--- config.mk ---
export PLATFORM = sky130hd
export DESIGN_NAME = adc_serial_port
export DESIGN_NICKNAME = d
export VERILOG_FILES = /design/src/rtl/adc_sp_pkg.sv /design/src/rtl/adc_sp_sync.sv /design/src/rtl/adc_sp_osr.sv /design/src/rtl/adc_sp_timer.sv /design/src/rtl/adc_sp_frame.sv /design/src/rtl/adc_serial_port.sv
export SDC_FILE = /design/constraint.sdc
export NUM_CORES = 1
export LEC_CHECK = 0
export ABC_AREA = 1
export BUFFER_PORTS_ARGS = -buffer_cell sky130_fd_sc_hd__buf_2
export CAP_MARGIN = 10
export CELL_PAD_IN_SITES_DETAIL_PLACEMENT = 1
export CELL_PAD_IN_SITES_GLOBAL_PLACEMENT = 2
export CORE_ASPECT_RATIO = 0.5
export CORE_MARGIN = 2
export CORE_UTILIZATION = 34
export CTS_CLUSTER_DIAMETER = 80
export DETAILED_ROUTE_END_ITERATION = 7
export GPL_TIMING_DRIVEN = 0
export PLACE_DENSITY_LB_ADDON = 0.15
export SYNTH_ARGS = -nofsm -noshare
export SYNTH_HDL_FRONTEND = slang
export SYNTH_SLANG_ARGS = --single-unit
--- constraint.sdc ---
create_clock -name clk -period 1.93 [get_ports clk]
set_input_delay 0.0965 -clock clk [delete_from_list [all_inputs] [get_ports clk]]
set_output_delay 0.0965 -clock clk [all_outputs]
set_load 0.01 [all_outputs]
--- src/rtl/adc_sp_pkg.sv ---
package adc_sp_pkg;

  typedef enum logic [1:0] {
    ST_CONV  = 2'd0,
    ST_SLEEP = 2'd1,
    ST_OUT   = 2'd2
  } adc_state_e;

  localparam int OSR_CODE_W  = 5;
  localparam int OSR_SHIFT_W = 4;
  localparam int OSR_MAX_SHIFT   = 15;
  localparam int OSR_RESET_SHIFT = 8;

  // Returns {valid, log2(ratio)} for a captured 5-bit code.
  function automatic logic [OSR_SHIFT_W:0] osr_decode(input logic [OSR_CODE_W-1:0] code);
    logic [OSR_SHIFT_W:0] res;
    res = '0;
    if (code == 5'b11111) begin
      res = {1'b1, 4'd15};
    end else if (code == 5'b00000) begin
      res = {1'b1, 4'd8};
    end else if (code[3:0] >= 4'd1 && code[3:0] <= 4'd9) begin
      res = {1'b1, code[3:0] + 4'd5};
    end
    return res;
  endfunction

endpackage

--- src/rtl/adc_sp_sync.sv ---
module adc_sp_sync #(
  parameter int W = 1,
  parameter int STAGES = 2,
  parameter logic [W-1:0] RST_VAL = '0
) (
  input  logic         clk,
  input  logic         rst_n,
  input  logic [W-1:0] async_i,
  output logic [W-1:0] sync_o
);
  logic [STAGES-1:0][W-1:0] chain_q;

  always_ff @(posedge clk or negedge rst_n) begin
    if (!rst_n) begin
      for (int s = 0; s < STAGES; s++) chain_q[s] <= RST_VAL;
    end else begin
      chain_q[0] <= async_i;
      for (int s = 1; s < STAGES; s++) chain_q[s] <= chain_q[s-1];
    end
  end

  assign sync_o = chain_q[STAGES-1];
endmodule

--- src/rtl/adc_sp_osr.sv ---
module adc_sp_osr
  import adc_sp_pkg::*;
(
  input  logic                   clk,
  input  logic                   rst_n,
  input  logic                   arm_i,
  input  logic                   rise_i,
  input  logic                   sdi_i,
  output logic [OSR_SHIFT_W-1:0] shift_o
);
  localparam int CNT_W = $clog2(OSR_CODE_W + 1);

  logic [CNT_W-1:0]        cnt_q;
  logic [OSR_CODE_W-2:0]   code_q;
  logic [OSR_SHIFT_W-1:0]  shift_q;
  logic [OSR_SHIFT_W:0]    dec;

  assign dec = osr_decode({code_q, sdi_i});

  always_ff @(posedge clk or negedge rst_n) begin
    if (!rst_n) begin
      cnt_q   <= '0;
      code_q  <= '0;
      shift_q <= OSR_SHIFT_W'(OSR_RESET_SHIFT);
    end else if (!arm_i) begin
      cnt_q <= '0;
    end else if (rise_i && cnt_q < CNT_W'(OSR_CODE_W)) begin
      cnt_q  <= cnt_q + CNT_W'(1);
      code_q <= {code_q[OSR_CODE_W-3:0], sdi_i};
      if (cnt_q == CNT_W'(OSR_CODE_W - 1) && dec[OSR_SHIFT_W]) begin
        shift_q <= dec[OSR_SHIFT_W-1:0];
      end
    end
  end

  assign shift_o = shift_q;
endmodule

--- src/rtl/adc_sp_timer.sv ---
module adc_sp_timer
  import adc_sp_pkg::*;
#(
  parameter int BASE_CYCLES = 1
) (
  input  logic                   clk,
  input  logic                   rst_n,
  input  logic                   start_i,
  input  logic [OSR_SHIFT_W-1:0] shift_i,
  output logic                   done_o
);
  localparam int CNT_W = $clog2(BASE_CYCLES + 1) + OSR_MAX_SHIFT + 1;
  localparam logic [CNT_W-1:0] RESET_LOAD =
    (CNT_W'(BASE_CYCLES) << OSR_RESET_SHIFT) - CNT_W'(1);

  logic [CNT_W-1:0] cnt_q;
  logic             run_q;
  logic [CNT_W-1:0] load_val;

  assign load_val = (CNT_W'(BASE_CYCLES) << shift_i) - CNT_W'(1);

  always_ff @(posedge clk or negedge rst_n) begin
    if (!rst_n) begin
      cnt_q <= RESET_LOAD;
      run_q <= 1'b1;
    end else if (start_i) begin
      cnt_q <= load_val;
      run_q <= 1'b1;
    end else if (run_q) begin
      if (cnt_q == '0) run_q <= 1'b0;
      else             cnt_q <= cnt_q - CNT_W'(1);
    end
  end

  assign done_o = run_q && (cnt_q == '0);
endmodule

--- src/rtl/adc_sp_frame.sv ---
module adc_sp_frame #(
  parameter int FRAME_W = 32,
  parameter int HDR_W = 2,
  localparam int CNT_W = $clog2(FRAME_W + 1)
) (
  input  logic               clk,
  input  logic               rst_n,
  input  logic               load_i,
  input  logic [FRAME_W-1:0] sample_i,
  input  logic               shift_i,
  output logic               msb_o,
  output logic [CNT_W-1:0]   cnt_o
);
  localparam logic [FRAME_W-1:0] KEEP = {{HDR_W{1'b0}}, {(FRAME_W-HDR_W){1'b1}}};

  logic [FRAME_W-1:0] sh_q;
  logic [CNT_W-1:0]   cnt_q;

  always_ff @(posedge clk or negedge rst_n) begin
    if (!rst_n) begin
      sh_q  <= '0;
      cnt_q <= '0;
    end else if (load_i) begin
      sh_q  <= sample_i & KEEP;
      cnt_q <= '0;
    end else if (shift_i) begin
      sh_q  <= {sh_q[FRAME_W-2:0], 1'b0};
      cnt_q <= cnt_q + CNT_W'(1);
    end
  end

  assign msb_o = sh_q[FRAME_W-1];
  assign cnt_o = cnt_q;
endmodule

--- src/rtl/adc_serial_port.sv ---
module adc_serial_port
  import adc_sp_pkg::*;
#(
  parameter int BASE_CYCLES = 1,
  parameter int FRAME_W = 32,
  parameter int SYNC_STAGES = 2,
  parameter int ABORT_FALLS = 5
) (
  input  logic               clk,
  input  logic               rst_n,
  input  logic               cs_n_i,
  input  logic               sck_i,
  input  logic               sdi_i,
  input  logic [FRAME_W-1:0] sample_i,
  output logic               sdo_o,
  output logic               sdo_oe_o,
  output logic               busy_o,
  output logic               eoc_o
);
  localparam int FCNT_W = $clog2(FRAME_W + 1);
  localparam logic [FCNT_W-1:0] LAST_FALL = FCNT_W'(FRAME_W - 1);
  localparam logic [FCNT_W-1:0] MIN_ABORT = FCNT_W'(ABORT_FALLS);

  // Synchronized pins: [2] data in, [1] serial clock, [0] chip select (active low)
  logic [2:0] pins_s;
  adc_sp_sync #(.W(3), .STAGES(SYNC_STAGES), .RST_VAL(3'b001)) u_sync (
    .clk     (clk),
    .rst_n   (rst_n),
    .async_i ({sdi_i, sck_i, cs_n_i}),
    .sync_o  (pins_s)
  );

  logic sck_q, csn_q;
  always_ff @(posedge clk or negedge rst_n) begin
    if (!rst_n) begin
      sck_q <= 1'b0;
      csn_q <= 1'b1;
    end else begin
      sck_q <= pins_s[1];
      csn_q <= pins_s[0];
    end
  end

  logic cs_lo, sck_rise_ok, sck_fall_ok, cs_rise;
  assign cs_lo       = ~pins_s[0];
  assign sck_rise_ok = pins_s[1] & ~sck_q & cs_lo;
  assign sck_fall_ok = ~pins_s[1] & sck_q & cs_lo;
  assign cs_rise     = pins_s[0] & ~csn_q;

  adc_state_e state_q, st_d;
  logic              conv_done, start_conv, frame_msb;
  logic [FCNT_W-1:0] fall_cnt;
  logic [OSR_SHIFT_W-1:0] next_shift;

  always_comb begin
    st_d = state_q;
    case (state_q)
      ST_CONV:  if (conv_done) st_d = ST_SLEEP;
      ST_SLEEP: if (sck_rise_ok) st_d = ST_OUT;
      ST_OUT: begin
        if (sck_fall_ok && fall_cnt == LAST_FALL)   st_d = ST_CONV;
        else if (cs_rise && fall_cnt >= MIN_ABORT)  st_d = ST_CONV;
      end
      default: st_d = ST_CONV;
    endcase
  end

  assign start_conv = (state_q == ST_OUT) && (st_d == ST_CONV);

  always_ff @(posedge clk or negedge rst_n) begin
    if (!rst_n) state_q <= ST_CONV;
    else        state_q <= st_d;
  end

  adc_sp_osr u_osr (
    .clk     (clk),
    .rst_n   (rst_n),
    .arm_i   (state_q != ST_CONV),
    .rise_i  (sck_rise_ok),
    .sdi_i   (pins_s[2]),
    .shift_o (next_shift)
  );

  adc_sp_timer #(.BASE_CYCLES(BASE_CYCLES)) u_timer (
    .clk     (clk),
    .rst_n   (rst_n),
    .start_i (start_conv),
    .shift_i (next_shift),
    .done_o  (conv_done)
  );

  adc_sp_frame #(.FRAME_W(FRAME_W), .HDR_W(2)) u_frame (
    .clk      (clk),
    .rst_n    (rst_n),
    .load_i   (conv_done && state_q == ST_CONV),
    .sample_i (sample_i),
    .shift_i  (sck_fall_ok && state_q == ST_OUT),
    .msb_o    (frame_msb),
    .cnt_o    (fall_cnt)
  );

  assign busy_o   = (state_q == ST_CONV);
  assign eoc_o    = (state_q == ST_CONV);
  assign sdo_o    = (state_q == ST_CONV) ? 1'b1 : frame_msb;
  assign sdo_oe_o = cs_lo;
endmodule

* Word-level counts from Yosys, hierarchy flattened
Cells that the tools add are included.
Storage, ports and cells: register bits after elaboration 77, latch bits 0, bits in writable memories 0, memory bits (read-only) 0, input port bits 37, output and inout bits 4, memories kept 0
Cells by class: add/subtract/negate cells 5, multiply operators 0, div/mod/pow operators 0, $lt $le $gt $ge 4, equal/unequal tests 7, shift operators 1, multiplexer cells 21, bitwise gates (word level) 9, reduce and logical (&&, ||, !) cells 19
Operators by type and width (number):
- 32-bit two-way mux | 2
- 17-bit two-way mux | 3
- 17-bit zero test | 1
- 1-bit by 4-bit left shift with 17-bit output (first input constant) | 1
- 17-bit by 1-bit subtractor with 17-bit output (second input constant) | 1
- 17-bit by 2-bit subtractor with 17-bit output (second input constant) | 1
- 5-bit two-way mux | 3
- 6-bit two-way mux | 2
- 1-bit logical AND | 9
- 2-bit two-way mux | 4
- 6-bit by 1-bit adder with 6-bit output (second input constant) | 1
- 6-bit by 5-bit == test with 1-bit output (second input constant) | 1
- 6-bit by 3-bit greater-or-equal comparator with 1-bit output (second input constant) | 1
- 3-bit two-way mux | 2
- 2-bit one-hot mux with 3 select lines | 1
- 2-bit nonzero test | 3
- 1-bit AND | 5
- 5-bit == test (second input constant) | 1
- 5-bit zero test | 1
- 4-bit by 3-bit adder with 4-bit output (second input constant) | 1
- 4-bit by 1-bit greater-or-equal comparator with 1-bit output (second input constant) | 1
- 4-bit less-or-equal comparator (second input constant) | 1
- 2-bit zero test | 2
- 1-bit two-way mux | 4
- 9 further kinds | 14

* Depth between registers and ports, before layout
Gate-level depths: netlist of the first run.
depth in word-level cells 10, mapped depth 13, depth with buffers taken out 13

* Cells and area by module
Synthesis of the first run repeated with hierarchy kept, for this count alone.
Unflattened totals: cells, all modules 577, area, all modules 4475.5 um^2
By module, submodules not included:
- adc_sp_frame | times used 1, cells an instance 174, area each 1666.6 um^2, seq. area each 950.9 um^2
- adc_sp_timer | times used 1, cells an instance 255, area each 1600.3 um^2, seq. area each 461.7 um^2
- adc_sp_osr | times used 1, cells an instance 101, area each 782.0 um^2, seq. area each 276.5 um^2
- adc_serial_port | times used 1, cells an instance 38, area each 251.5 um^2, seq. area each 101.3 um^2
- adc_sp_sync | times used 1, cells an instance 9, area each 175.2 um^2, seq. area each 152.6 um^2

* Least setup slack after synthesis of the first run
OpenSTA, ideal clock, no wires.
path type register to register, from reg u_timer.cnt_q[0], to reg u_timer.cnt_q[8], setup time 69 ps, arrival 1569 ps, data required time 1861 ps, path slack 292 ps, cell stages (with the launch flop) 14, cells stage by stage dfstp_2 inv_1 ha_1 inv_1 nor2_1 nand2_1 nor2_1 nand2_2 nand2_2 inv_2 nor2_8 buf_6 nand2_1 nand3_1
On the way: word-level cells in the longest chain between the ends 8, elaborated cells between the ends (all ways) 13, classes of those cells add/sub (1); eq/ne (1); mux (5); reduce/logical (6)
Ends and longest elaborated chain:
- from (decl) | RTL line adc_sp_timer.sv:16 | logic [CNT_W-1:0] cnt_q;
- from (signal assigned) | RTL line adc_sp_timer.sv:27 | cnt_q <= load_val;
- from (signal assigned) | RTL line adc_sp_timer.sv:31 | else cnt_q <= cnt_q - CNT_W'(1);
- branches (longest 8 deep; another with 17-bit by 1-bit subtractor with 17-bit output)
Several ways; the timed one is not identified. The select of a mux whose other input is x is not followed. A chain may end at the register's enable or synchronous reset.

* Worst setup path after layout of the first run
from reg u_timer.cnt_q[0], to reg u_frame.sh_q[7]
On the way: word-level cells in the longest chain between the ends 4, elaborated cells between the ends (all ways) 5, classes of those cells mux (1); reduce/logical (4)
Ends and longest elaborated chain:
- 17-bit zero test * | RTL line adc_sp_timer.sv:35 | assign done_o = run_q && (cnt_q == '0);
- 1-bit logical AND * | RTL line adc_sp_timer.sv:35
- 1-bit logical AND * | RTL line adc_serial_port.sv:95 | .load_i (conv_done && state_q == ST_CONV),
- 32-bit two-way mux or 2-bit nonzero test (tied branches)
- to (signal assigned) | RTL line adc_sp_frame.sv:24 | sh_q <= sample_i & KEEP;
- to (signal assigned) | RTL line adc_sp_frame.sv:27 | sh_q <= {sh_q[FRAME_W-2:0], 1'b0};
- to (decl) | RTL line adc_sp_frame.sv:16 | logic [FRAME_W-1:0] sh_q;
Mark *: on every way between the ends. The rest lies on a longest branch, timed or not.

==> metrics.cfg, run 1 <==
[critical_path]
path_class=flip-flop to flip-flop
path_buf_inv=4
crit_arrival_ns=2.12
critical_path.top_delay_family=flip-flops
worstPathRequired_ns=2.20
cpMostUsedCell=nand2_1
endpoint_kind=flip-flop
cp-start-kind=flip-flop
cp_cell_sequence=inv_4 -> ha_1 -> inv_1 -> nor2_2 -> nand2_1 -> nor2_4 -> nand3_4 -> nand2_1 -> inv_2 -> clkbuf_4 -> nand2_1 -> nand3_1
crit_path_max_fanout=10
slowest_delay_ns=0.57
slowest_stage=dfstp_2

[synth]
muxShareOfSynthArea=0
syn-cell-area_um2=4220
avgSynthCellArea_um2=7.43
synthDistinctLibCells=35
synth_fp_nets=616
synth_compound_area_frac=0.0415
synth_top_family_by_area=simple AND/OR/NAND/NOR gates
synth_xor_area_frac=0.0332
synthCells=568
ys_seq_area_frac=0.460
ys_warn_count=0
synth-simple-area-share=0.372
synth_seq_cells=77
synthAdderAreaFrac=0.0326

[global_route]
grt_use_total=0.178
grt_pass1_vias=4009
grt_max_degree=62
grt_antenna_before_repair=0
gr-total-overflow=0
grt_pass1_wl_mm=19.3

[timing]
holdWs_ns=0.0150
final.period_utilization=0.955
setup_slack_ns=0.0864
tightest_slew_ns=0.463
min_period_ns=1.84
maxSlewHeadroom=0.691
fin_worst_skew_ns=0.00976
finalMaxSlewViolations=0
fmax_mhz=542
finalSetupViolations=0
hold_viol=0

[floorplan]
die_w_um=162
pin_count=41
core_area_um2=11900
dieArea_um2=13400
fp.dieH_um=82.8
start_util=0.353
rows=28

[clock_tree]
cts_made_buffers=9
clock_sinks=77
insertion_delay_ns=0.34
cts_tree=done
cts_root_buf=clkbuf_16
clk_pin_slew_worst_paths_ns=0.07
htreeDepth=3
clock_path_buffers=2

[routing]
vias=3828
drcViolationCount=0
drt_pass1_iterations=4
ant_nets=0
initialDrtViolationCount=177
via_per_inst=4.63
wire_per_inst_um=13.6
wirelength_mm=11.2

[final_layout]
area_growth_pct=27.7
fin_nets=704
drive_gt1_frac=0.163
design_area_um2=5390
antenna-diode-count=0
final_cell_mix=240 x nand2_1, 64 x dfrtp_1, 61 x nand3_1
final_common_cell=nand2_1
layoutNonFillerInstCount=826

[placement]
port_buffers=38
place_inst=772
dpl-instance-area_um2=4650
dp_hpwl_mm=7.87
gp_congestion=0.757
post-place-ws_ns=-0.139

[power]
p_leak_nw=2.66
total_power_mw=3.39
vdd_drop_max_v=0.000428
power_density_nw_per_um2=628

[run_status]
status=completed

[flow_run]
drv_cap=0

[min_path]
min_path_type=input port to flip-flop

-- sequential cells by signal (all words and copies together), names as in the netlist --
register	flops
u_frame.sh_q	32
u_timer.cnt_q	17
u_frame.cnt_o	6
u_osr.code_q	4
u_osr.shift_o	4
u_osr.cnt_q	3
u_sync.chain_q	3
u_sync.sync_o	3
state_q	2
csn_q	1
sck_q	1
u_timer.run_q	1
-- worst min-delay path, cell delays in order --
cell     delay, ns
buf_2         0.09
nand2_1       0.06
nand3_1       0.08
-- path summary, 6_finish.rpt --
kind / to / cells past startpoint / startpoint / slack (ns)
min in group asynchronous: u_frame.sh_q[13] / 2 / rst_n / 0.17
worst max-delay path: u_frame.sh_q[7] / 12 / u_timer.cnt_q[0] / 0.09
worst min register to register: u_sync.sync_o[2] / 0 / u_sync.chain_q[2] / 0.35
worst max register to register: u_frame.sh_q[7] / 12 / u_timer.cnt_q[0] / 0.09
worst min-delay path: u_frame.sh_q[4] / 3 / sample_i[4] / 0.02
max in group asynchronous: u_sync.chain_q[0] / 3 / rst_n / 1.13
-- timing repair --
item / in CTS / in global routing
hold buffers: 33 / 0
gates resized for setup: 5 / 21
endpoints found under the setup margin: 49 / 49
buffers inserted: 1 / 4
endpoints found under the hold margin: 96 / 0
pin swaps: 1 / 2
-- per-stage QoR --
step,utilization,setup TNS [ns]
after global routing,0.451,-0.0541
after global placement,0.387,-2.49
final,0.451,0
after CTS,0.443,0
after detailed placement,0.389,-5.13
after floorplan,-,0
-- metal layers --
metal | wire length, um | track usage | up-vias
li1 | - | - | 1966
met1 | 5660 | 0.246 | 1813
met2 | 5210 | 0.292 | 40
met3 | 262 | 0.0355 | 9
met4 | 82 | 0.0373 | 0
met5 | 0 | 0 | -
-- final cells by class --
| type | instances | area (um^2) |
|---|---|---|
| Buffer | 14 | 98.8 |
| Clock buffer | 9 | 225 |
| Clock inverter | 7 | 57.6 |
| Fill cell | 1490 | 6560 |
| Inverter | 47 | 184 |
| Multi-Input combinational cell | 430 | 2080 |
| Sequential cell | 77 | 1940 |
| Tap cell | 165 | 206 |
| Timing Repair Buffer | 77 | 601 |
-- cells in the mapped netlist --
cell type  number  share of area
a21oi_1         4         0.0047
a21oi_4         1         0.0039
a22oi_1         3         0.0053
a31oi_1         1         0.0015
buf_2           7         0.0083
buf_4           1         0.0018
buf_6           2         0.0053
clkbuf_1        4         0.0036
clkinv_1        1        0.00089
dfrtp_1        64           0.38
dfstp_2        13          0.081
ha_1           11          0.033
inv_1          42          0.037
inv_2           4         0.0036
nand2_1       241           0.21
nand2_2         2         0.0030
nand3_1        61          0.072
nand3_2         1         0.0024
nand3b_1        2         0.0036
nand4_1         8          0.012
nor2_1         45          0.040
nor2_2          3         0.0044
nor2_4          1         0.0027
nor2_8          1         0.0047
nor3_1          6         0.0071
nor3_2          1         0.0024
nor3b_1         1         0.0018
o211a_1         1         0.0024
o21a_1          1         0.0018
o21ai_0        16          0.019
o21ai_1         1         0.0012
o31ai_1         1         0.0018
or2_2           1         0.0015
xnor2_1         7          0.015
xor2_1          9          0.019
-- where the power goes --
group          leakage, nW  switching [mW]  internal, mW
Sequential           0.861         0.00466          1.63
Combinational         1.66          0.0676        0.0812
Clock                0.134           0.720         0.889
-- cells by family after synthesis --
kind of cell / Yosys count
compound gates: 29
xor+xnor: 16
fa+ha+maj: 11
buf+inv: 61
flops: 77
simple gates: 374
No activity file was read; power rests on OpenSTA's default activity.
==> inputs of run 2 (changes only) <==
- PLACE_DENSITY: not set -> 0.87
- PLACE_DENSITY_LB_ADDON: 0.15 -> not set
==> run 2 against run 1 <==
Net effect: sequential power hardly changed; largest power group is now clock; worst hold slack worse by 0.0061 ns; largest cell class unchanged; via count is 2.5% higher; sequential share of layout area is 0.085 points lower; clock skew is 0.0024 ns lower; highest routed layer unchanged; total power is 4.4% higher; clock-buffer cell count is 1 higher; critical path type unchanged; die area stayed put; flip-flop and latch count stayed put.
==> metrics.cfg, run 2 (synthesis results as in run 1) <==
[run_status]
status=completed  ; unchanged

[final_layout]
area_growth_pct=28.1  ; was 27.7%
final_cell_mix=237 x nand2_1, 63 x dfrtp_1, 60 x nand3_1  ; was 240 x nand2_1, 64 x dfrtp_1, 61 x nand3_1
fin_nets=701  ; was 704
largest_register_ffs=32  ; unchanged
final_common_cell=nand2_1  ; unchanged
drive_gt1_frac=0.178  ; was 0.163
nFillCells=1490  ; unchanged
regMostFlops=u_frame.sh_q  ; unchanged
antenna-diode-count=0  ; unchanged
multi_input_area_um2=2080  ; about the same
regArea_um2=1940  ; about the same

[routing]
vias=3922  ; was 3828
initialDrtViolationCount=162  ; was 177
via_per_inst=4.77  ; was 4.63
wirelength_mm=11.6  ; was 11.2 mm
drt_pass1_iterations=4  ; unchanged
drcViolationCount=0  ; unchanged
wire_per_inst_um=14.2  ; was 13.6 um
ant_nets=0  ; unchanged

[critical_path]
cp_cell_sequence=inv_4 -> ha_2 -> inv_1 -> nor2_2 -> nand2_2 -> nor2_4 -> nand3_4 -> nand2_2 -> inv_2 -> buf_4 -> nand2_1 -> nand3_1  ; was inv_4 -> ha_1 -> inv_1 -> nor2_2 -> nand2_1 -> nor2_4 -> nand3_4 -> nand2_1 -> inv_2 -> clkbuf_4 -> nand2_1 -> nand3_1
cpMostUsedCell=nand2_2  ; was nand2_1
critical_path.top_delay_family=simple AND/OR/NAND/NOR gates  ; was flip-flops
cp-start-kind=flip-flop  ; unchanged
crit_path_max_fanout=10  ; unchanged
crit_arrival_ns=2.04  ; was 2.12 ns
path_buf_inv=4  ; unchanged
endpoint_kind=flip-flop  ; unchanged
worstPathRequired_ns=2.13  ; was 2.20 ns
path_class=flip-flop to flip-flop  ; unchanged
slowest_delay_ns=0.39  ; was 0.57 ns
slowest_stage=dfstp_2  ; unchanged

[timing]
hold_viol=0  ; unchanged
tns_ns=0  ; unchanged
tightest_slew_ns=0.483  ; was 0.463 ns
finalMaxSlewViolations=0  ; unchanged
fin_worst_skew_ns=0.00736  ; was 0.00976 ns
holdWs_ns=0.00891  ; was 0.0150 ns
fmax_mhz=543  ; was 542 MHz
min_period_ns=1.84  ; about the same
maxSlewHeadroom=0.678  ; was 0.691
finalSetupViolations=0  ; unchanged
final.period_utilization=0.954  ; was 0.955
rsz0062_at_grt=true

[floorplan]
pin_count=41  ; unchanged
fp.dieH_um=82.8  ; unchanged
start_util=0.353  ; unchanged
rows=28  ; unchanged
die_w_um=162  ; unchanged
core_area_um2=11900  ; unchanged
dieArea_um2=13400  ; unchanged

[power]
vdd_drop_max_v=0.000427  ; was 0.000428 V
p_comb_frac=0.041  ; was 0.044
power_density_nw_per_um2=654  ; was 628 nW/um^2
swShare=0.222  ; was 0.234
p_leak_nw=2.67  ; was 2.66 nW
switchingPower_mw=0.785  ; was 0.793 mW
p_int_mw=2.75  ; was 2.60 mW
pwr-share-clk=0.498  ; was 0.475
share_seq_of_total_power=0.461  ; was 0.481
total_power_mw=3.54  ; was 3.39 mW

[global_route]
gr-total-overflow=0  ; unchanged
grt_pass1_vias=4060  ; was 4009
grt_pass1_wl_mm=20.0  ; was 19.3 mm
grt_use_total=0.185  ; was 0.178
grt_antenna_before_repair=0  ; unchanged
grt_max_degree=63  ; was 62

[clock_tree]
clock_sinks=77  ; unchanged
clock_path_buffers=2  ; unchanged
cts_tree=done  ; unchanged
insertion_delay_ns=0.33  ; was 0.34 ns
cts_root_buf=clkbuf_16  ; unchanged
htreeDepth=3  ; unchanged
cts_made_buffers=9  ; unchanged
clk_pin_slew_worst_paths_ns=0.06  ; was 0.07 ns

[min_path]
min_path_type=input port to flip-flop  ; unchanged

[placement]
gp_congestion=0.770  ; was 0.757
dp_hpwl_mm=7.93  ; was 7.87 mm
port_buffers=38  ; unchanged

[flow_run]
drv_cap=0  ; unchanged

run 2: cell types whose count changed in the layout (fill, tap and decap cells not counted), moves of 3 or more:
cell,change
inv_1,-3
dlygate4sd3_1,-3
nand2_1,-3
inv_2,+5
nand2_2,+3
run 2: repair_timing:
item	CTS	global route
pin swaps	1	5
hold buffers	30	0
gates resized for setup	4	29
endpoints found under the hold margin	93	0
gates cloned	0	1
setup endpoints to repair	49	53
setup buffers	1	3
run 2: layout make-up:
type,count,share of cell area
inverters,47,0.0331
repair buffers,74,0.109
plain buffers,14,0.0178
clock buffers,10,0.0442
well taps,165,0.0382
flip-flops and latches,77,0.360
clock inverters,6,0.0130
multi-input cells,430,0.385
run 2: final timing paths:
| check | from | cells past startpoint | slack [ns] | to |
|---|---|---|---|---|
| worst max-delay path | u_timer.cnt_q[0] | 12 | 0.09 | u_frame.sh_q[28] |
| worst min-delay path | sample_i[26] | 3 | 0.009 | u_frame.sh_q[26] |
| worst max register to register | u_timer.cnt_q[0] | 12 | 0.09 | u_frame.sh_q[28] |
| worst min register to register | u_sync.chain_q[0] | 0 | 0.36 | u_sync.sync_o[0] |
| max in group asynchronous | rst_n | 3 | 1.11 | u_osr.shift_o[3] |
| min in group asynchronous | rst_n | 2 | 0.17 | u_frame.sh_q[14] |
run 2: stage by stage:
step | cell area, um^2 | cells | util | worst slack [ns]
after floorplan | 4220 | 568 | - | 0.292
after global placement | 4620 | 771 | 0.387 | -0.0767
after detailed placement | 4650 | 772 | 0.389 | -0.107
after CTS | 5290 | 819 | 0.443 | 0.00447
after global routing | 5410 | 823 | 0.453 | -0.0470
final | 5410 | 823 | 0.453 | 0.0883
run 2: power groups by stage:
| stage | logic (mW) | clock network [mW] | registers, mW |
|---|---|---|---|
| 2_1_floorplan | 0.0163 | 0 | 1.66 |
| 3_3_place_gp | 0.0890 | 0 | 1.66 |
| 3_5_place_dp | 0.0984 | 0 | 1.66 |
| 4_1_cts | 0.145 | 1.80 | 1.63 |
| 5_1_grt | 0.163 | 1.88 | 1.63 |
| 6_report | 0.144 | 1.76 | 1.63 |
run 2: tightest hold or removal path: cells and delay by family:
family | cells | cell delay, ns
buf+inv | 1 | 0.08
simple gates | 2 | 0.14
run 2: metal layers:
| layer | vias to the layer above | wire length (um) | global-route usage |
|---|---|---|---|
| met4 | 0 | 60 | 0.0292 |
| li1 | 1959 | - | - |
| met2 | 41 | 5890 | 0.329 |
| met1 | 1917 | 5460 | 0.234 |
| met3 | 5 | 237 | 0.0405 |
| met5 | - | 0 | 0 |
==> inputs of run 3 (changes only) <==
==> constraint.sdc (replaced) <==
create_clock -name clk -period 1.8 [get_ports clk]
set_input_delay 0.18 -clock clk [delete_from_list [all_inputs] [get_ports clk]]
set_output_delay 0.18 -clock clk [all_outputs]
set_load 0.01 [all_outputs]
==> run 3 against run 2 <==
Net effect: worst hold slack gained 0.048 ns; via count shrank 1.1%; fmax grew 4.4%; clock power grew 6%; sequential share of layout area shrank 0.31 points.
==> metrics.cfg, run 3 (synthesis results as in run 1) <==
[critical_path]
reg2reg_from=u_frame.cnt_o[1]  ; was u_timer.cnt_q[0]
r2r_cells=13  ; was 12
ff2ff_setup_slack_ns=0.04  ; was 0.09 ns
cpMostUsedCell=nand2_2  ; unchanged
path_class=flip-flop to flip-flop  ; unchanged
endpoint_kind=flip-flop  ; unchanged
slowest_stage=dfrtp_2  ; was dfstp_2
cp-start-kind=flip-flop  ; unchanged
r2r-end=u_timer.cnt_q[15]  ; was u_frame.sh_q[28]
slowest_delay_ns=0.44  ; was 0.39 ns
crit_arrival_ns=1.99  ; was 2.04 ns
cp_cell_sequence=inv_2 -> ha_4 -> inv_2 -> nand2_2 -> nand2_2 -> nand2_2 -> nand2_2 -> a21oi_4 -> buf_12 -> nor2_8 -> clkbuf_16 -> nand2_2 -> nand2_1  ; was inv_4 -> ha_2 -> inv_1 -> nor2_2 -> nand2_2 -> nor2_4 -> nand3_4 -> nand2_2 -> inv_2 -> buf_4 -> nand2_1 -> nand3_1
worstPathRequired_ns=2.03  ; was 2.13 ns
crit_path_max_fanout=6  ; was 10

[routing]
ant_nets=0  ; unchanged
via_per_inst=4.79  ; was 4.77
drt_pass1_iterations=4  ; unchanged
vias=3879  ; was 3922
wire_per_inst_um=14.4  ; was 14.2 um
wirelength_mm=11.6  ; about the same
initialDrtViolationCount=166  ; was 162
drcViolationCount=0  ; unchanged

[clock_tree]
cts_tree=done  ; unchanged
clk_pin_slew_worst_paths_ns=0.06  ; about the same
cts_made_buffers=9  ; unchanged
htreeDepth=3  ; unchanged
cts_root_buf=clkbuf_16  ; unchanged
clock_path_buffers=2  ; unchanged
clock_sinks=77  ; unchanged
insertion_delay_ns=0.33  ; about the same

[placement]
post-place-ws_ns=-0.237  ; was -0.107 ns
dpl-instance-area_um2=4650  ; unchanged
dp_hpwl_mm=7.93  ; unchanged
gp_congestion=0.770  ; unchanged
port_buffers=38  ; unchanged

[final_layout]
antenna-diode-count=0  ; unchanged
final_cell_mix=221 x nand2_1, 62 x dfrtp_1, 55 x nand3_1  ; was 237 x nand2_1, 63 x dfrtp_1, 60 x nand3_1
multi_input_area_um2=2230  ; was 2080 um^2
utilization=0.457  ; was 0.453
design_area_um2=5460  ; was 5410 um^2
area_growth_pct=29.3  ; was 28.1%
final_common_cell=nand2_1  ; unchanged
regArea_um2=1950  ; was 1940 um^2
regMostFlops=u_frame.sh_q  ; unchanged
largest_register_ffs=32  ; unchanged
nFillCells=1481  ; was 1490
drive_gt1_frac=0.250  ; was 0.178
fin_nets=687  ; was 701

[min_path]
worstHoldPathCells=3  ; unchanged
hold_end=u_frame.sh_q[0]  ; was u_frame.sh_q[26]
min_path_type=input port to flip-flop  ; unchanged
hp-start=sample_i[0]  ; was sample_i[26]

[floorplan]
die_w_um=162  ; unchanged
dieArea_um2=13400  ; unchanged
rows=28  ; unchanged
core_area_um2=11900  ; unchanged
fp.dieH_um=82.8  ; unchanged
start_util=0.353  ; unchanged
pin_count=41  ; unchanged

[timing]
fin_worst_skew_ns=0.00650  ; was 0.00736 ns
min_period_ns=1.76  ; was 1.84 ns
finalMaxSlewViolations=0  ; unchanged
final.period_utilization=0.980  ; was 0.954
setup_slack_ns=0.0365  ; was 0.0883 ns
hold_viol=0  ; unchanged
tightest_slew_ns=0.414  ; was 0.483 ns
maxSlewHeadroom=0.724  ; was 0.678
rsz0062_at_grt=true  ; unchanged
finalSetupViolations=0  ; unchanged
tns_ns=0  ; unchanged
fmax_mhz=567  ; was 543 MHz

[power]
power_density_nw_per_um2=684  ; was 654 nW/um^2
p_leak_nw=2.69  ; was 2.67 nW
vdd_drop_max_v=0.000454  ; was 0.000427 V

[global_route]
grt_pass1_wl_mm=19.4  ; was 20.0 mm
grt_pass1_vias=3971  ; was 4060
gr-total-overflow=0  ; unchanged
grt_antenna_before_repair=0  ; unchanged
grt_use_total=0.179  ; was 0.185
grt_max_degree=63  ; unchanged

[run_status]
status=completed  ; unchanged

[flow_run]
drv_cap=0  ; unchanged

[run 3: layout make-up]
cell class                 count  share of cell area
inverter                      47              0.0337
sequential                    77               0.356
clock inverter                 6              0.0128
tap                          165              0.0378
multi-input combinational    430               0.409
buffer                        14              0.0215
clock buffer                  10              0.0438
timing repair buffer          60              0.0853
[run 3: metrics by stage]
| stage | hold slack (ns) | total power [mW] | std cells |
|---|---|---|---|
| 6_report | 0.0565 | 3.74 | 809 |
| 5_1_grt | 0.0608 | 3.89 | 809 |
| 4_1_cts | 0.0439 | 3.79 | 797 |
| 3_5_place_dp | 0.0652 | 1.89 | 772 |
| 3_3_place_gp | 0.285 | 1.87 | 771 |
| 2_1_floorplan | -0.116 | 1.80 | 568 |
[run 3: how the worst max path moves through the flow]
stage                           startpoint                end  slack (ns)  depth (start not counted)
after global placement    u_timer.cnt_q[0]   u_frame.sh_q[25]       -0.21                         11
after detailed placement  u_timer.cnt_q[0]   u_frame.sh_q[19]       -0.24                         12
after global routing      u_timer.cnt_q[2]  u_timer.cnt_q[10]       -0.08                          9
after CTS                 u_timer.cnt_q[1]   u_frame.sh_q[19]       0.001                         12
after floorplan           u_timer.cnt_q[0]   u_timer.cnt_q[8]        0.16                         13
final                     u_frame.cnt_o[1]  u_timer.cnt_q[15]        0.04                         13
[run 3: worst max-delay path: cells and delay by family (launching register included)]
family | cells | cell delay, ns
AND/OR/NAND/NOR | 7 | 0.42
flip-flops | 1 | 0.44
buffers and inverters | 4 | 0.46
adder cells (fa/ha/maj) | 1 | 0.13
AO/OA/AOI/OAI | 1 | 0.21
[run 3: what timing repair did]
action                                  4_1_cts  5_1_grt
pin swaps                                     3       23
buffers inserted                              5        9
endpoints found under the setup margin       53       58
hold buffers                                  4        0
cloned                                        0        3
gates resized for setup                      24       60
endpoints found under the hold margin        18        0
[run 3: per-layer routing]
layer	up-vias	GRT usage	share of wire	wire length [um]
li1	1939	-	-	-
met1	1882	0.233	0.46	5350
met2	49	0.311	0.51	5890
met3	9	0.0390	0.024	280
met4	0	0.0292	0.0097	113
met5	-	0	0	0
[run 3: where the power goes]
part	total [mW]	switching [mW]	internal, mW
registers	1.75	0.00699	1.74
logic	0.111	0.0641	0.0467
clock network	1.87	0.750	1.12
total	3.74	0.822	2.91
